===== config.mk =====
export PLATFORM = sky130hd
export DESIGN_NAME = duty_sweeper
export DESIGN_NICKNAME = d
export VERILOG_FILES = /design/src/rtl/sweep_pkg.sv /design/src/rtl/tick_divider.sv /design/src/rtl/sweep_channel.sv /design/src/rtl/duty_sweeper.sv
export SDC_FILE = /design/constraint.sdc
export NUM_CORES = 1
export LEC_CHECK = 0
export BUFFER_PORTS_ARGS = -buffer_cell sky130_fd_sc_hd__buf_4
export CORE_MARGIN = 2
export CORE_UTILIZATION = 46
export DETAILED_ROUTE_END_ITERATION = 6
export PLACE_DENSITY = 0.66
export SYNTH_ARGS = -nofsm -noshare
export SYNTH_HDL_FRONTEND = slang
export SYNTH_SLANG_ARGS = --single-unit

===== constraint.sdc =====
create_clock -name clk -period 3.7 [get_ports clk]
set_input_delay 0.37 -clock clk [delete_from_list [all_inputs] [get_ports clk]]
set_output_delay 0.37 -clock clk [all_outputs]
set_load 0.1 [all_outputs]

===== src/rtl/sweep_pkg.sv =====
package sweep_pkg;

    typedef enum logic {
        DIR_UP   = 1'b0,
        DIR_DOWN = 1'b1
    } sweep_dir_e;

    typedef struct packed {
        logic wr;
    } strobe_state_t;

endpackage


===== src/rtl/tick_divider.sv =====
module tick_divider #(
    parameter int TICKS_PER_STEP = 10
) (
    input  logic clk,
    input  logic rst_n,
    input  logic tick,
    output logic step
);
    localparam int CW = (TICKS_PER_STEP > 1) ? $clog2(TICKS_PER_STEP) : 1;
    localparam logic [CW-1:0] LAST = CW'(TICKS_PER_STEP - 1);

    typedef struct packed {
        logic [CW-1:0] cnt;
    } div_state_t;

    div_state_t st_d, st_q;
    logic       wrap;

    always_comb begin
        st_d = st_q;
        wrap = tick && (st_q.cnt == LAST);
        if (tick) begin
            if (wrap) st_d.cnt = '0;
            else      st_d.cnt = st_q.cnt + 1'b1;
        end
    end

    always_ff @(posedge clk or negedge rst_n) begin
        if (!rst_n) st_q <= '0;
        else        st_q <= st_d;
    end

    assign step = wrap;

endmodule


===== src/rtl/sweep_channel.sv =====
module sweep_channel
    import sweep_pkg::*;
#(
    parameter int W  = 16,
    parameter int LO = 5,
    parameter int HI = 1000
) (
    input  logic         clk,
    input  logic         rst_n,
    input  logic         step,
    output logic [W-1:0] value
);
    localparam logic [W-1:0] LO_V = W'(LO);
    localparam logic [W-1:0] HI_V = W'(HI);

    typedef struct packed {
        logic [W-1:0] val;
        sweep_dir_e   dir;
    } chan_state_t;

    chan_state_t st_d, st_q;

    always_comb begin
        st_d = st_q;
        if (step) begin
            unique case (st_q.dir)
                DIR_UP: begin
                    if (st_q.val < HI_V) begin
                        st_d.val = st_q.val + 1'b1;
                    end else begin
                        st_d.dir = DIR_DOWN;
                        st_d.val = st_q.val - 1'b1;
                    end
                end
                DIR_DOWN: begin
                    if (st_q.val == LO_V) begin
                        st_d.dir = DIR_UP;
                        st_d.val = st_q.val + 1'b1;
                    end else begin
                        st_d.val = st_q.val - 1'b1;
                    end
                end
                default: st_d = st_q;
            endcase
        end
    end

    always_ff @(posedge clk or negedge rst_n) begin
        if (!rst_n) begin
            st_q.val <= HI_V;
            st_q.dir <= DIR_UP;
        end else begin
            st_q <= st_d;
        end
    end

    assign value = st_q.val;

endmodule


===== src/rtl/duty_sweeper.sv =====
module duty_sweeper
    import sweep_pkg::*;
#(
    parameter int W              = 16,
    parameter int TICKS_PER_STEP = 10,
    parameter int A_MIN          = 5,
    parameter int A_MAX          = 1000,
    parameter int B_MIN          = 5,
    parameter int B_MAX          = 625
) (
    input  logic         clk,
    input  logic         rst_n,
    input  logic         tick,
    output logic [W-1:0] cmp_a,
    output logic [W-1:0] cmp_b,
    output logic         cmp_wr
);
    localparam int NCH = 2;
    localparam int LO_TAB [NCH] = '{A_MIN, B_MIN};
    localparam int HI_TAB [NCH] = '{A_MAX, B_MAX};

    logic         step;
    logic [W-1:0] vals [NCH];

    tick_divider #(
        .TICKS_PER_STEP(TICKS_PER_STEP)
    ) u_div (
        .clk  (clk),
        .rst_n(rst_n),
        .tick (tick),
        .step (step)
    );

    for (genvar ch = 0; ch < NCH; ch++) begin : g_chan
        sweep_channel #(
            .W (W),
            .LO(LO_TAB[ch]),
            .HI(HI_TAB[ch])
        ) u_chan (
            .clk  (clk),
            .rst_n(rst_n),
            .step (step),
            .value(vals[ch])
        );
    end

    strobe_state_t sb_d, sb_q;

    always_comb begin
        sb_d    = sb_q;
        sb_d.wr = step;
    end

    always_ff @(posedge clk or negedge rst_n) begin
        if (!rst_n) sb_q <= '0;
        else        sb_q <= sb_d;
    end

    assign cmp_a  = vals[0];
    assign cmp_b  = vals[1];
    assign cmp_wr = sb_q.wr;

endmodule


==> results of run 1 <==
-- power breakdown --
group / switching [mW] / leakage [nW] / internal, mW
logic: 0.813 / 0.744 / 0.266
clock network: 0.150 / 0.0524 / 0.202
registers: 0.157 / 0.478 / 0.545
-- area by class of cell --
class                   count  area [µm²]
fillers                   490        2490
multi-input cells         172        1200
flip-flops and latches     39         990
repair buffers             36         270
well taps                  70        87.6
clock buffers               7        76.3
clock inverters             1        30.0
inverters                   8        30.0
-- cells in the final DEF (no fill, tap or decap), types with 3 or more instances in the layout --
cell | Yosys | final
a21oi_1 | 3 | 3
a31oi_1 | 4 | 4
and3_1 | 4 | 4
buf_4 | 33 | 36
clkbuf_8 | 2 | 5
dfrtp_1 | 28 | 28
dfstp_2 | 11 | 11
ha_1 | 8 | 8
inv_1 | 8 | 8
mux2i_1 | 5 | 5
nand2_1 | 15 | 15
nand2b_1 | 4 | 4
nand3_1 | 6 | 6
nand4_1 | 7 | 7
nor2_1 | 12 | 12
nor3_1 | 13 | 13
o21ai_0 | 17 | 17
or2_2 | 3 | 3
or3_1 | 6 | 6
or4_1 | 3 | 3
or4_4 | 3 | 3
xnor2_1 | 10 | 10
xor2_1 | 17 | 17
-- critical path, cell delays in order (launching register included) --
cell     delay [ps]
dfstp_2         600
inv_1            90
ha_1            210
nor3b_1         160
o21ai_0         270
nor3_2          130
or2_1           360
or4_1           520
xnor2_1         140
-- cell families (layout without fill, tap and decap cells) --
kind of cell,count (synthesis),in the layout,synth area share (%)
and+or+nand+nor,94,94,22.6
muxes,7,7,2.90
buffers and inverters,46,52,12.7
AOI/OAI and AO/OA,36,36,8.80
DFF,39,39,39.6
xor gates and xnor gates,27,27,9.45
adders and majority gates,8,8,4.00
-- stage by stage --
| stage | power, mW | cells | instance area (µm²) | setup slack, ps |
|---|---|---|---|---|
| global placement | 1.79 | 325 | 2570 | 1080 |
| detailed placement | 1.79 | 325 | 2570 | 1100 |
| finish | 2.13 | 333 | 2680 | 1090 |
| CTS | 2.15 | 333 | 2680 | 1080 |
| global route | 2.25 | 333 | 2680 | 891 |
| floorplan | 1.67 | 257 | 2500 | 1270 |
-- flip-flops by register name, summed over array words and instances, names as in the netlist --
signal               count
u_div.st_q               4
g_chan.u_chan.value     32
cmp_wr                   1
g_chan.u_chan.st_q       2
-- per-layer routing --
| metal | up-vias | GRT usage (%) | routed length, µm |
|---|---|---|---|
| li1 | 883 | - | - |
| met1 | 858 | 22.5 | 2270 |
| met5 | - | 0 | 0 |
| met2 | 33 | 24.6 | 2070 |
| met4 | 0 | 6.07 | 64 |
| met3 | 5 | 4.42 | 196 |
-- path summary, 6_finish.rpt --
kind / startpoint / end / cells after the start
min: rst_n / g_chan[0].u_chan.value[10] / 1
max reg2reg: g_chan[1].u_chan.value[0] / g_chan[1].u_chan.value[10] / 8
min in group clk: tick / u_div.st_q[1] / 2
max: g_chan[1].u_chan.value[0] / g_chan[1].u_chan.value[10] / 8
min reg2reg: g_chan[0].u_chan.value[9] / g_chan[0].u_chan.value[9] / 1
max in group asynchronous: rst_n / g_chan[1].u_chan.value[4] / 1
==> metrics.log, run 1 <==
[metrics] fraction of synthesized cell area taken by the top area cell type: 28.0%
[metrics] number of sinks on the clock net: 39
[metrics] number of placement rows: 26
[metrics] clock tree from TritonCTS: done
[metrics] # DRC: 0
[metrics] syn nets: 268
[metrics] final critical-path required period: 2610 ps
[metrics] post-synthesis cell count: 257
[metrics] share of final-layout standard cells stronger than drive strength 1: 26.6%
[metrics] Final Hold Viols: 0
[metrics] antenna violations before repair: 0
[metrics] number of warning messages in the yosys log: 0
[metrics] Area Overhead vs Synth: 7.10%
[metrics] detail-routed via count per cell: 5.34
[metrics] Worst setup EP type: flop
[metrics] total count of max-transition violations in the final report: 0
[metrics] leading post-synthesis cells by instance count: buf_4, dfrtp_1, o21ai_0, xor2_1, nand2_1
[metrics] global-route wire length before repair: 7880 µm
[metrics] final cell utilization of the core: 51.8%
[metrics] die extent in y: 77.8 µm
[metrics] Setup TNS Final: 0 ps
[metrics] flop-to-flop setup slack: 1090 ps
[metrics] achievable clock frequency: 383 MHz
[metrics] placer's final routability congestion estimate: 0.825
[metrics] number of resized instances in the post-cts repair step: 0
[metrics] relative max-transition margin: 56.7%
[metrics] Top Ports: 36
[metrics] static leakage: 1.27 nW
[metrics] NumNets Final: 273
[metrics] library cell occupying the most area in the post-synthesis netlist: dfrtp_1
[metrics] power density relative to cell area: 796 nW/µm²
[metrics] largest vdd supply drop: 0.579 mV
[metrics] mean instance size in the synthesized netlist: 9.74 µm²
[metrics] clock tree root driver cell: clkbuf_8
[metrics] top post-synthesis cells by area: dfrtp_1, dfstp_2, buf_4
[metrics] # Max-Cap Violations: 0
[metrics] Worst setup SP type: flop
[metrics] CP required: 3880 ps
[metrics] number of global-route vias before repair: 1661
[metrics] number of enable flip-flop cells after synthesis: 0
[metrics] crit path DAT: 2790 ps
[metrics] Setup Fix Bufs, Post-CTS: 0
[metrics] IO buf count: 35
[metrics] combined global-route utilization of all metal layers: 16.3%
[metrics] core area: 5170 µm²
[metrics] maximum fanout count along the critical path: 9
[metrics] number of buffers added by the clock tree synthesis step: 5
[metrics] Worst Setup Path Type: flop to flop
[metrics] post-route clock period utilization: 70.5%
[metrics] worst min-delay path class: primary input to async pin
[metrics] number of nets with antenna violations after routing: 0
[metrics] largest net degree at the start of global routing: 40
[metrics] worst-case hold slack: 29.5 ps
[metrics] clock latency on the worst-skew pair: 290 ps
[metrics] Netlist cell types: 49
[metrics] run status: finished clean
[metrics] maximum number of buffers from clock root to sink: 2
[metrics] number of endpoints failing setup at the final stage: 0
[metrics] sequential cell area fraction in the yosys report: 39.6%
[metrics] width of the chip: 77.8 µm
[metrics] register bit total from synthesis: 39
[metrics] total via count after detailed routing: 1779
[metrics] ys async rst share: 100%
[metrics] skew final: 5.19 ps
[metrics] post-synth design cell area: 2500 µm²
[metrics] setup repair after global routing missed its margin: no
[metrics] actual transition at the worst max-transition pin: 649 ps
[metrics] H-tree lvl count: 2
[metrics] most used flip-flop cell after synthesis: dfrtp_1
[metrics] overflow left after global routing: 0
[metrics] Iter 0 DRT Violations: 74
[metrics] detailed-router iteration count before antenna repair: 4
[metrics] Final HPWL DP: 3220 µm
[metrics] antenna diode count: 0
[metrics] hold_buf cts: 0
[metrics] leading cell type by number of instances after synthesis: buf_4
[metrics] per-cell routed wire length: 13.8 µm
[metrics] initial cell density of the core: 48.4%
[metrics] clock slew at the register clock pins of the worst setup and hold paths: 80 ps
[metrics] total detailed-routing wirelength: 4600 µm
[metrics] Die Footprint: 6050 µm²
No activity file was read; power rests on OpenSTA's default activity.
==> inputs of run 2 (changes only) <==
--- a/config.mk
+++ b/config.mk
@@ -5,11 +5,11 @@
 export SDC_FILE = /design/constraint.sdc
 export NUM_CORES = 1
 export LEC_CHECK = 0
+export ABC_AREA = 1
 export BUFFER_PORTS_ARGS = -buffer_cell sky130_fd_sc_hd__buf_4
 export CORE_MARGIN = 2
 export CORE_UTILIZATION = 46
 export DETAILED_ROUTE_END_ITERATION = 6
-export PLACE_DENSITY = 0.66
 export SYNTH_ARGS = -nofsm -noshare
 export SYNTH_HDL_FRONTEND = slang
 export SYNTH_SLANG_ARGS = --single-unit
==> constraint.sdc (replaced) <==
create_clock -name clk -period 2.4 [get_ports clk]
set_input_delay 0.24 -clock clk [delete_from_list [all_inputs] [get_ports clk]]
set_output_delay 0.24 -clock clk [all_outputs]
set_load 0.1 [all_outputs]
==> run 2 against run 1 <==
Net effect:
- critical path depth grew 4
- hold slack improved by 120 ps
- global-route usage grew 3.8 points
- via count up 61%
- register-to-register slack lost 630 ps
- non-clock buffer count grew 2
- synthesized cell count up 86%
- highest routed layer unchanged
==> metrics.log, run 2 <==
[metrics] leading cell type in the layout, fill and taps excluded: nand2_1 (was buf_4)
[metrics] NumNets Final: 485 (was 273)
[metrics] global-route wire length before repair: 12600 µm (was 7880 µm)
[metrics] met2 WL: 3090 µm (was 2070 µm)
[metrics] Area Overhead vs Synth: 6.41% (was 7.10%)
[metrics] clock latency on the worst-skew pair: 300 ps (was 290 ps)
[metrics] Crit. Startpoint: g_chan[1].u_chan.value[0] (unchanged)
[metrics] CP required: 2590 ps (was 3880 ps)
[metrics] maximum number of buffers from clock root to sink: 2 (unchanged)
[metrics] number of global-route vias before repair: 2693 (was 1661)
[metrics] fraction of synthesized cell area taken by the top area cell type: 21.1% (was 28.0%)
[metrics] total count of max-transition violations in the final report: 0 (unchanged)
[metrics] number of sinks on the clock net: 39 (unchanged)
[metrics] clock slew at the register clock pins of the worst setup and hold paths: 90 ps (was 80 ps)
[metrics] skew final: 5.63 ps (was 5.19 ps)
[metrics] top routing layer in use: met4 (unchanged)
[metrics] overflow left after global routing: 0 (unchanged)
[metrics] leading cell type by number of instances after synthesis: nand2_1 (was buf_4)
[metrics] number of endpoints failing setup at the final stage: 0 (unchanged)
[metrics] IO buf count: 35 (unchanged)
[metrics] Iter 0 DRT Violations: 164 (was 74)
[metrics] register bit total from synthesis: 39 (unchanged)
[metrics] Final HPWL DP: 5280 µm (was 3220 µm)
[metrics] Worst setup SP type: flop (unchanged)
[metrics] mean instance size in the synthesized netlist: 6.96 µm² (was 9.74 µm²)
[metrics] crit path DAT: 2130 ps (was 2790 ps)
[metrics] achievable clock frequency: 516 MHz (was 383 MHz)
[metrics] commonest cells after routing, fill and taps aside: nand2_1, nor2_1, nand3_1 (was buf_4, dfrtp_1, o21ai_0, xor2_1, nand2_1)
[metrics] detailed-router iteration count before antenna repair: 4 (unchanged)
[metrics] worst setup margin: 463 ps (was 1090 ps)
[metrics] relative max-transition margin: 65.9% (was 56.7%)
[metrics] core area: 6910 µm² (was 5170 µm²)
[metrics] number of warning messages in the yosys log: 0 (unchanged)
[metrics] worst min-delay path class: primary input to flop (was primary input to async pin)
[metrics] start point of the worst min-delay path: tick
[metrics] top post-synthesis cells by area: dfrtp_1, nand2_1, dfstp_2 (was dfrtp_1, dfstp_2, buf_4)
[metrics] number of enable flip-flop cells after synthesis: 0 (unchanged)
[metrics] cell chain of the critical path: inv_1 > ha_1 > nand2_2 > nand2_1 > nand2_2 > nand2_4 > nand2_8 > nand2_4 > nand2_4 > nand2_1 > nand3_1 > o21ai_1 (was inv_1 > ha_1 > nor3b_1 > o21ai_0 > nor3_2 > or2_1 > or4_1 > xnor2_1)
[metrics] library cell occupying the most area in the post-synthesis netlist: dfrtp_1 (unchanged)
[metrics] number of placement rows: 30 (was 26)
[metrics] WL met3: 424 µm (was 196 µm)
[metrics] worst-case reg-to-reg path depth: 12 (was 8)
[metrics] Top Ports: 36 (unchanged)
[metrics] detail-routed via count per cell: 5.02 (was 5.34)
[metrics] Crit Reg-Reg Startpoint: g_chan[1].u_chan.value[0] (unchanged)
[metrics] antenna diode count: 0 (unchanged)
[metrics] Critical Path Most Common Cell: nand2_4
[metrics] total detailed-routing wirelength: 7350 µm (was 4600 µm)
[metrics] per-cell routed wire length: 12.9 µm (was 13.8 µm)
[metrics] post-place setup slack: 464 ps (was 1100 ps)
[metrics] clock tree root driver cell: clkbuf_8 (unchanged)
[metrics] leading post-synthesis cells by instance count: nand2_1, nor2_1, nand3_1 (was buf_4, dfrtp_1, o21ai_0, xor2_1, nand2_1)
[metrics] die extent in y: 89.0 µm (was 77.8 µm)
[metrics] Die Footprint: 7910 µm² (was 6050 µm²)
[metrics] actual transition at the worst max-transition pin: 512 ps (was 649 ps)
[metrics] Worst Setup Path Type: flop to flop (unchanged)
[metrics] Netlist cell types: 40 (was 49)
[metrics] run status: finished clean (unchanged)
[metrics] maximum fanout count along the critical path: 9 (unchanged)
[metrics] Worst setup EP type: flop (unchanged)
[metrics] Final Hold Viols: 0 (unchanged)
[metrics] post-synthesis cell count: 477 (was 257)
[metrics] ys async rst share: 100% (unchanged)
[metrics] post-route met1 wirelength: 3740 µm (was 2270 µm)
[metrics] Setup TNS Final: 0 ps (unchanged)
[metrics] width of the chip: 89.0 µm (was 77.8 µm)
[metrics] combined global-route utilization of all metal layers: 20.1% (was 16.3%)
[metrics] # Max-Cap Violations: 0 (unchanged)
[metrics] share of final-layout standard cells stronger than drive strength 1: 19.4% (was 26.6%)
[metrics] sequential cell area fraction in the yosys report: 29.8% (was 39.6%)
[metrics] flip-flop count of the largest register, all copies and words added: 32 (unchanged)
[metrics] # DRC: 0 (unchanged)
[metrics] number of buffers added by the clock tree synthesis step: 5 (unchanged)
[metrics] post-synth design cell area: 3320 µm² (was 2500 µm²)
[metrics] final critical-path required period: 1940 ps (was 2610 ps)
[metrics] most used flip-flop cell after synthesis: dfrtp_1 (unchanged)
[metrics] initial cell density of the core: 48.1% (was 48.4%)
[metrics] antenna violations before repair: 0 (unchanged)
[metrics] Cells on Worst Hold Path: 2
[metrics] number of nets with antenna violations after routing: 0 (unchanged)
[metrics] H-tree lvl count: 2 (unchanged)
[metrics] syn nets: 488 (was 268)
[metrics] cell with the largest stage delay on the worst path: dfstp_2 (unchanged)
[metrics] largest net degree at the start of global routing: 50 (was 40)
[metrics] post-route clock period utilization: 80.7% (was 70.5%)
[metrics] delay of the slowest cell on the worst path: 620 ps (was 600 ps)
[metrics] total via count after detailed routing: 2865 (was 1779)
[metrics] setup repair after global routing missed its margin: no (unchanged)
[metrics] clock tree from TritonCTS: done (unchanged)
[metrics] placer's final routability congestion estimate: 0.932 (was 0.825)
==> run 2: path summary, 6_finish.rpt <==
check                                                   to  slack, ps
worst max-delay path             g_chan[1].u_chan.value[1]        460
worst min-delay path                         u_div.st_q[0]        150
worst max register to register   g_chan[1].u_chan.value[1]        460
worst min register to register   g_chan[0].u_chan.value[9]        490
max in group asynchronous        g_chan[0].u_chan.value[6]       1570
min in group asynchronous       g_chan[0].u_chan.value[15]        460
==> run 2: cell type report <==
class / count / area (µm²)
sequential: 39 / 990
multi-input combinational: 346 / 1840
fill: 712 / 3370
tap: 96 / 120
clock inverter: 2 / 38.8
inverter: 44 / 165
clock buffer: 6 / 82.6
timing repair buffer: 38 / 300
==> run 2: kinds of logic after synthesis <==
family	synth area share (%)
buf+inv	14.9
flops	29.8
compound gates	6.71
xor+xnor	6.86
simple gates	38.7
fa+ha+maj	3.01
==> run 2: worst max-delay path: cells and delay by family, from the launching register on <==
family | cells | cell delay, ps
AND/OR/NAND/NOR | 9 | 740
flip-flops | 1 | 620
adder cells (fa/ha/maj) | 1 | 280
buffers and inverters | 1 | 120
AO/OA/AOI/OAI | 1 | 60
==> run 2: stage by stage <==
step           utilization (%)  cell area (µm²)  cells  hold slack (ps)
2_1_floorplan                -             3320    477            -55.6
3_3_place_gp              49.3             3400    562              261
3_5_place_dp              49.3             3400    562              259
4_1_cts                   51.2             3530    571              139
5_1_grt                   51.2             3530    571              169
6_report                  51.2             3530    571              151
==> run 2: timing repair <==
action | in CTS | in global routing
hold endpoints to repair | 28 | 0
hold buffers | 1 | 0
resized for setup | 0 | 0
endpoints found under the setup margin | 0 | 0
setup buffers | 0 | 0
==> run 2: layer usage <==
metal | GRT usage, % | vias to the layer above
met5 | 0 | -
met4 | 5.02 | 0
met3 | 3.23 | 12
met2 | 30.1 | 81
met1 | 30.3 | 1290
li1 | - | 1482
Power of run 2 is left out: the tool's default activity adds up to more than one toggle a clock period on the data nets, which glitch-free logic cannot reach.
==> inputs of run 3 (changes only) <==
--- a/config.mk
+++ b/config.mk
@@ -10,6 +10,7 @@
 export CORE_MARGIN = 2
 export CORE_UTILIZATION = 46
 export DETAILED_ROUTE_END_ITERATION = 6
+export PLACE_DENSITY = 0.67
 export SYNTH_ARGS = -nofsm -noshare
 export SYNTH_HDL_FRONTEND = slang
 export SYNTH_SLANG_ARGS = --single-unit
==> constraint.sdc (replaced) <==
create_clock -name clk -period 1.73 [get_ports clk]
set_input_delay 0.173 -clock clk [delete_from_list [all_inputs] [get_ports clk]]
set_output_delay 0.173 -clock clk [all_outputs]
set_load 0.1 [all_outputs]
==> run 3 against run 2 <==
Net effect:
- non-clock buffer count rose by 43
- first-iteration DRC count rose by 15%
- core utilization rose by 6.8 points
- clock skew rose by 2.7 ps
- sequential cell count did not move
- clock-buffer cell count did not move
- global-route usage rose by 0.81 points
- critical path type unchanged
- highest routed layer unchanged
==> metrics.log, run 3 (synthesis results as in run 2) <==
[metrics] initial cell density of the core: 48.1% (unchanged)
[metrics] clock latency on the worst-skew pair: 290 ps (was 300 ps)
[metrics] Setup TNS Final: 0 ps (unchanged)
[metrics] IO buf count: 35 (unchanged)
[metrics] actual transition at the worst max-transition pin: 522 ps (was 512 ps)
[metrics] combined global-route utilization of all metal layers: 20.9% (was 20.1%)
[metrics] total via count after detailed routing: 3126 (was 2865)
[metrics] leading cell type in the layout, fill and taps excluded: nand2_1 (unchanged)
[metrics] total count of max-transition violations in the final report: 0 (unchanged)
[metrics] # Max-Cap Violations: 0 (unchanged)
[metrics] number of buffers added by the clock tree synthesis step: 5 (unchanged)
[metrics] core area: 6910 µm² (unchanged)
[metrics] total detailed-routing wirelength: 7920 µm (was 7350 µm)
[metrics] CP required: 1960 ps (was 2590 ps)
[metrics] clock tree from TritonCTS: done (unchanged)
[metrics] worst setup margin: 32.8 ps (was 463 ps)
[metrics] worst min-delay path class: primary input to flop (unchanged)
[metrics] crit path DAT: 1930 ps (was 2130 ps)
[metrics] clock tree root driver cell: clkbuf_8 (unchanged)
[metrics] count of buffering cells on the critical path with inverters included: 2 (was 1)
[metrics] flip-flop count of the largest register, all copies and words added: 32 (unchanged)
[metrics] number of placement rows: 30 (unchanged)
[metrics] Worst setup EP type: flop (unchanged)
[metrics] Iter 0 DRT Violations: 189 (was 164)
[metrics] width of the chip: 89.0 µm (unchanged)
[metrics] delay of the slowest cell on the worst path: 600 ps (was 620 ps)
[metrics] FILL cells: 672 (was 712)
[metrics] Final HPWL DP: 5560 µm (was 5280 µm)
[metrics] share of final-layout standard cells stronger than drive strength 1: 30.8% (was 19.4%)
[metrics] overflow left after global routing: 0 (unchanged)
[metrics] Die Footprint: 7910 µm² (unchanged)
[metrics] setup repair after global routing missed its margin: yes (was no)
[metrics] final critical-path required period: 1700 ps (was 1940 ps)
[metrics] cell chain of the critical path: inv_2 > ha_4 > nand2_4 > nand2_2 > nand2_2 > nand2_4 > nand2_8 > buf_12 > nand2_1 > nand2_1 > nand2_1 > nand2_1 > nand2_1 > nand2_1 (was inv_1 > ha_1 > nand2_2 > nand2_1 > nand2_2 > nand2_4 > nand2_8 > nand2_4 > nand2_4 > nand2_1 > nand3_1 > o21ai_1)
[metrics] Placed Area: 3580 µm² (was 3400 µm²)
[metrics] Top Ports: 36 (unchanged)
[metrics] number of sinks on the clock net: 39 (unchanged)
[metrics] Worst setup SP type: flop (unchanged)
[metrics] die extent in y: 89.0 µm (unchanged)
[metrics] run status: finished clean (unchanged)
[metrics] detailed-router iteration count before antenna repair: 5 (was 4)
[metrics] Area Overhead vs Synth: 20.6% (was 6.41%)
[metrics] cell with the largest stage delay on the worst path: dfstp_2 (unchanged)
[metrics] post-route design area: 4010 µm² (was 3530 µm²)
[metrics] Worst Setup Path Type: flop to flop (unchanged)
[metrics] placer's final routability congestion estimate: 0.901 (was 0.932)
[metrics] relative max-transition margin: 65.2% (was 65.9%)
[metrics] global-route wire length before repair: 13000 µm (was 12600 µm)
[metrics] number of global-route vias before repair: 2774 (was 2693)
[metrics] Critical Path Most Common Cell: nand2_1 (was nand2_4)
[metrics] detail-routed via count per cell: 5.08 (was 5.02)
[metrics] # DRC: 0 (unchanged)
[metrics] antenna diode count: 0 (unchanged)
[metrics] cell family with most CP delay: simple AND/OR/NAND/NOR gates (unchanged)
[metrics] skew final: 8.28 ps (was 5.63 ps)
[metrics] post-route clock period utilization: 98.1% (was 80.7%)
[metrics] number of nets with antenna violations after routing: 0 (unchanged)
[metrics] achievable clock frequency: 589 MHz (was 516 MHz)
[metrics] largest net degree at the start of global routing: 40 (was 50)
[metrics] clock slew at the register clock pins of the worst setup and hold paths: 80 ps (was 90 ps)
[metrics] maximum number of buffers from clock root to sink: 2 (unchanged)
[metrics] NumNets Final: 529 (was 485)
[metrics] commonest cells after routing, fill and taps aside: nand2_1, buf_4, nand3_1, nor2_1, inv_1 (was nand2_1, nor2_1, nand3_1)
[metrics] post-place setup slack: -0.0212 ps (was 464 ps)
[metrics] number of endpoints failing setup at the final stage: 0 (unchanged)
[metrics] Final Hold Viols: 0 (unchanged)
[metrics] H-tree lvl count: 2 (unchanged)
[metrics] per-cell routed wire length: 12.9 µm (about the same)
[metrics] antenna violations before repair: 0 (unchanged)
[metrics] maximum fanout count along the critical path: 7 (was 9)
==> run 3: cell count changes in the layout (fill, tap and decap cells not counted), sizes merged <==
cell and change:
buf +42, dlymetal6s2s +1, inv -1, nand2 +1
clkinv +1
==> run 3: through the flow <==
stage | hold WS [ps] | utilization [%] | cells
final | 93.2 | 58.0 | 615
after global routing | 103 | 58.0 | 615
after CTS | 85.0 | 54.1 | 597
after detailed placement | 194 | 51.8 | 585
after global placement | 189 | 51.8 | 585
after floorplan | -123 | - | 477
==> run 3: layer usage <==
layer | up-vias | wire (µm) | share of wire, % | GRT usage [%]
li1 | 1566 | - | - | -
met1 | 1465 | 3800 | 48 | 29.7
met2 | 80 | 3570 | 45 | 32.8
met3 | 15 | 422 | 5.3 | 4.34
met4 | 0 | 118 | 1.5 | 5.43
met5 | - | 0 | 0 | 0
==> run 3: repair_timing <==
item | in CTS | in global routing
gates resized for setup | 0 | 34
cloned | 0 | 1
endpoints found under the hold margin | 28 | 0
hold buffers | 1 | 0
setup endpoints to repair | 1 | 28
buffers inserted | 3 | 17
pin swaps | 0 | 15
==> run 3: worst paths after layout <==
path | cells after the start | from | to | slack [ps]
worst max-delay path | 14 | g_chan[1].u_chan.value[0] | g_chan[1].u_chan.value[6] | 30
worst min register to register | 2 | g_chan[0].u_chan.value[9] | g_chan[0].u_chan.value[9] | 490
max in group asynchronous | 2 | rst_n | g_chan[1].u_chan.value[3] | 950
worst max register to register | 14 | g_chan[1].u_chan.value[0] | g_chan[1].u_chan.value[6] | 30
min in group asynchronous | 2 | rst_n | g_chan[1].u_chan.value[1] | 400
worst min-delay path | 2 | tick | u_div.st_q[0] | 90
==> run 3: cell type report <==
| type | instances | area [µm²] | share of cell area (%) |
|---|---|---|---|
| Clock buffer | 6 | 82.6 | 2.06 |
| Clock inverter | 2 | 35.0 | 0.874 |
| Inverter | 44 | 165 | 4.12 |
| Multi-Input combinational cell | 347 | 1970 | 49.2 |
| Sequential cell | 39 | 992 | 24.8 |
| Tap cell | 96 | 120 | 3.00 |
| Timing Repair Buffer | 81 | 641 | 16.0 |
Power of run 3 is left out for the same reason.
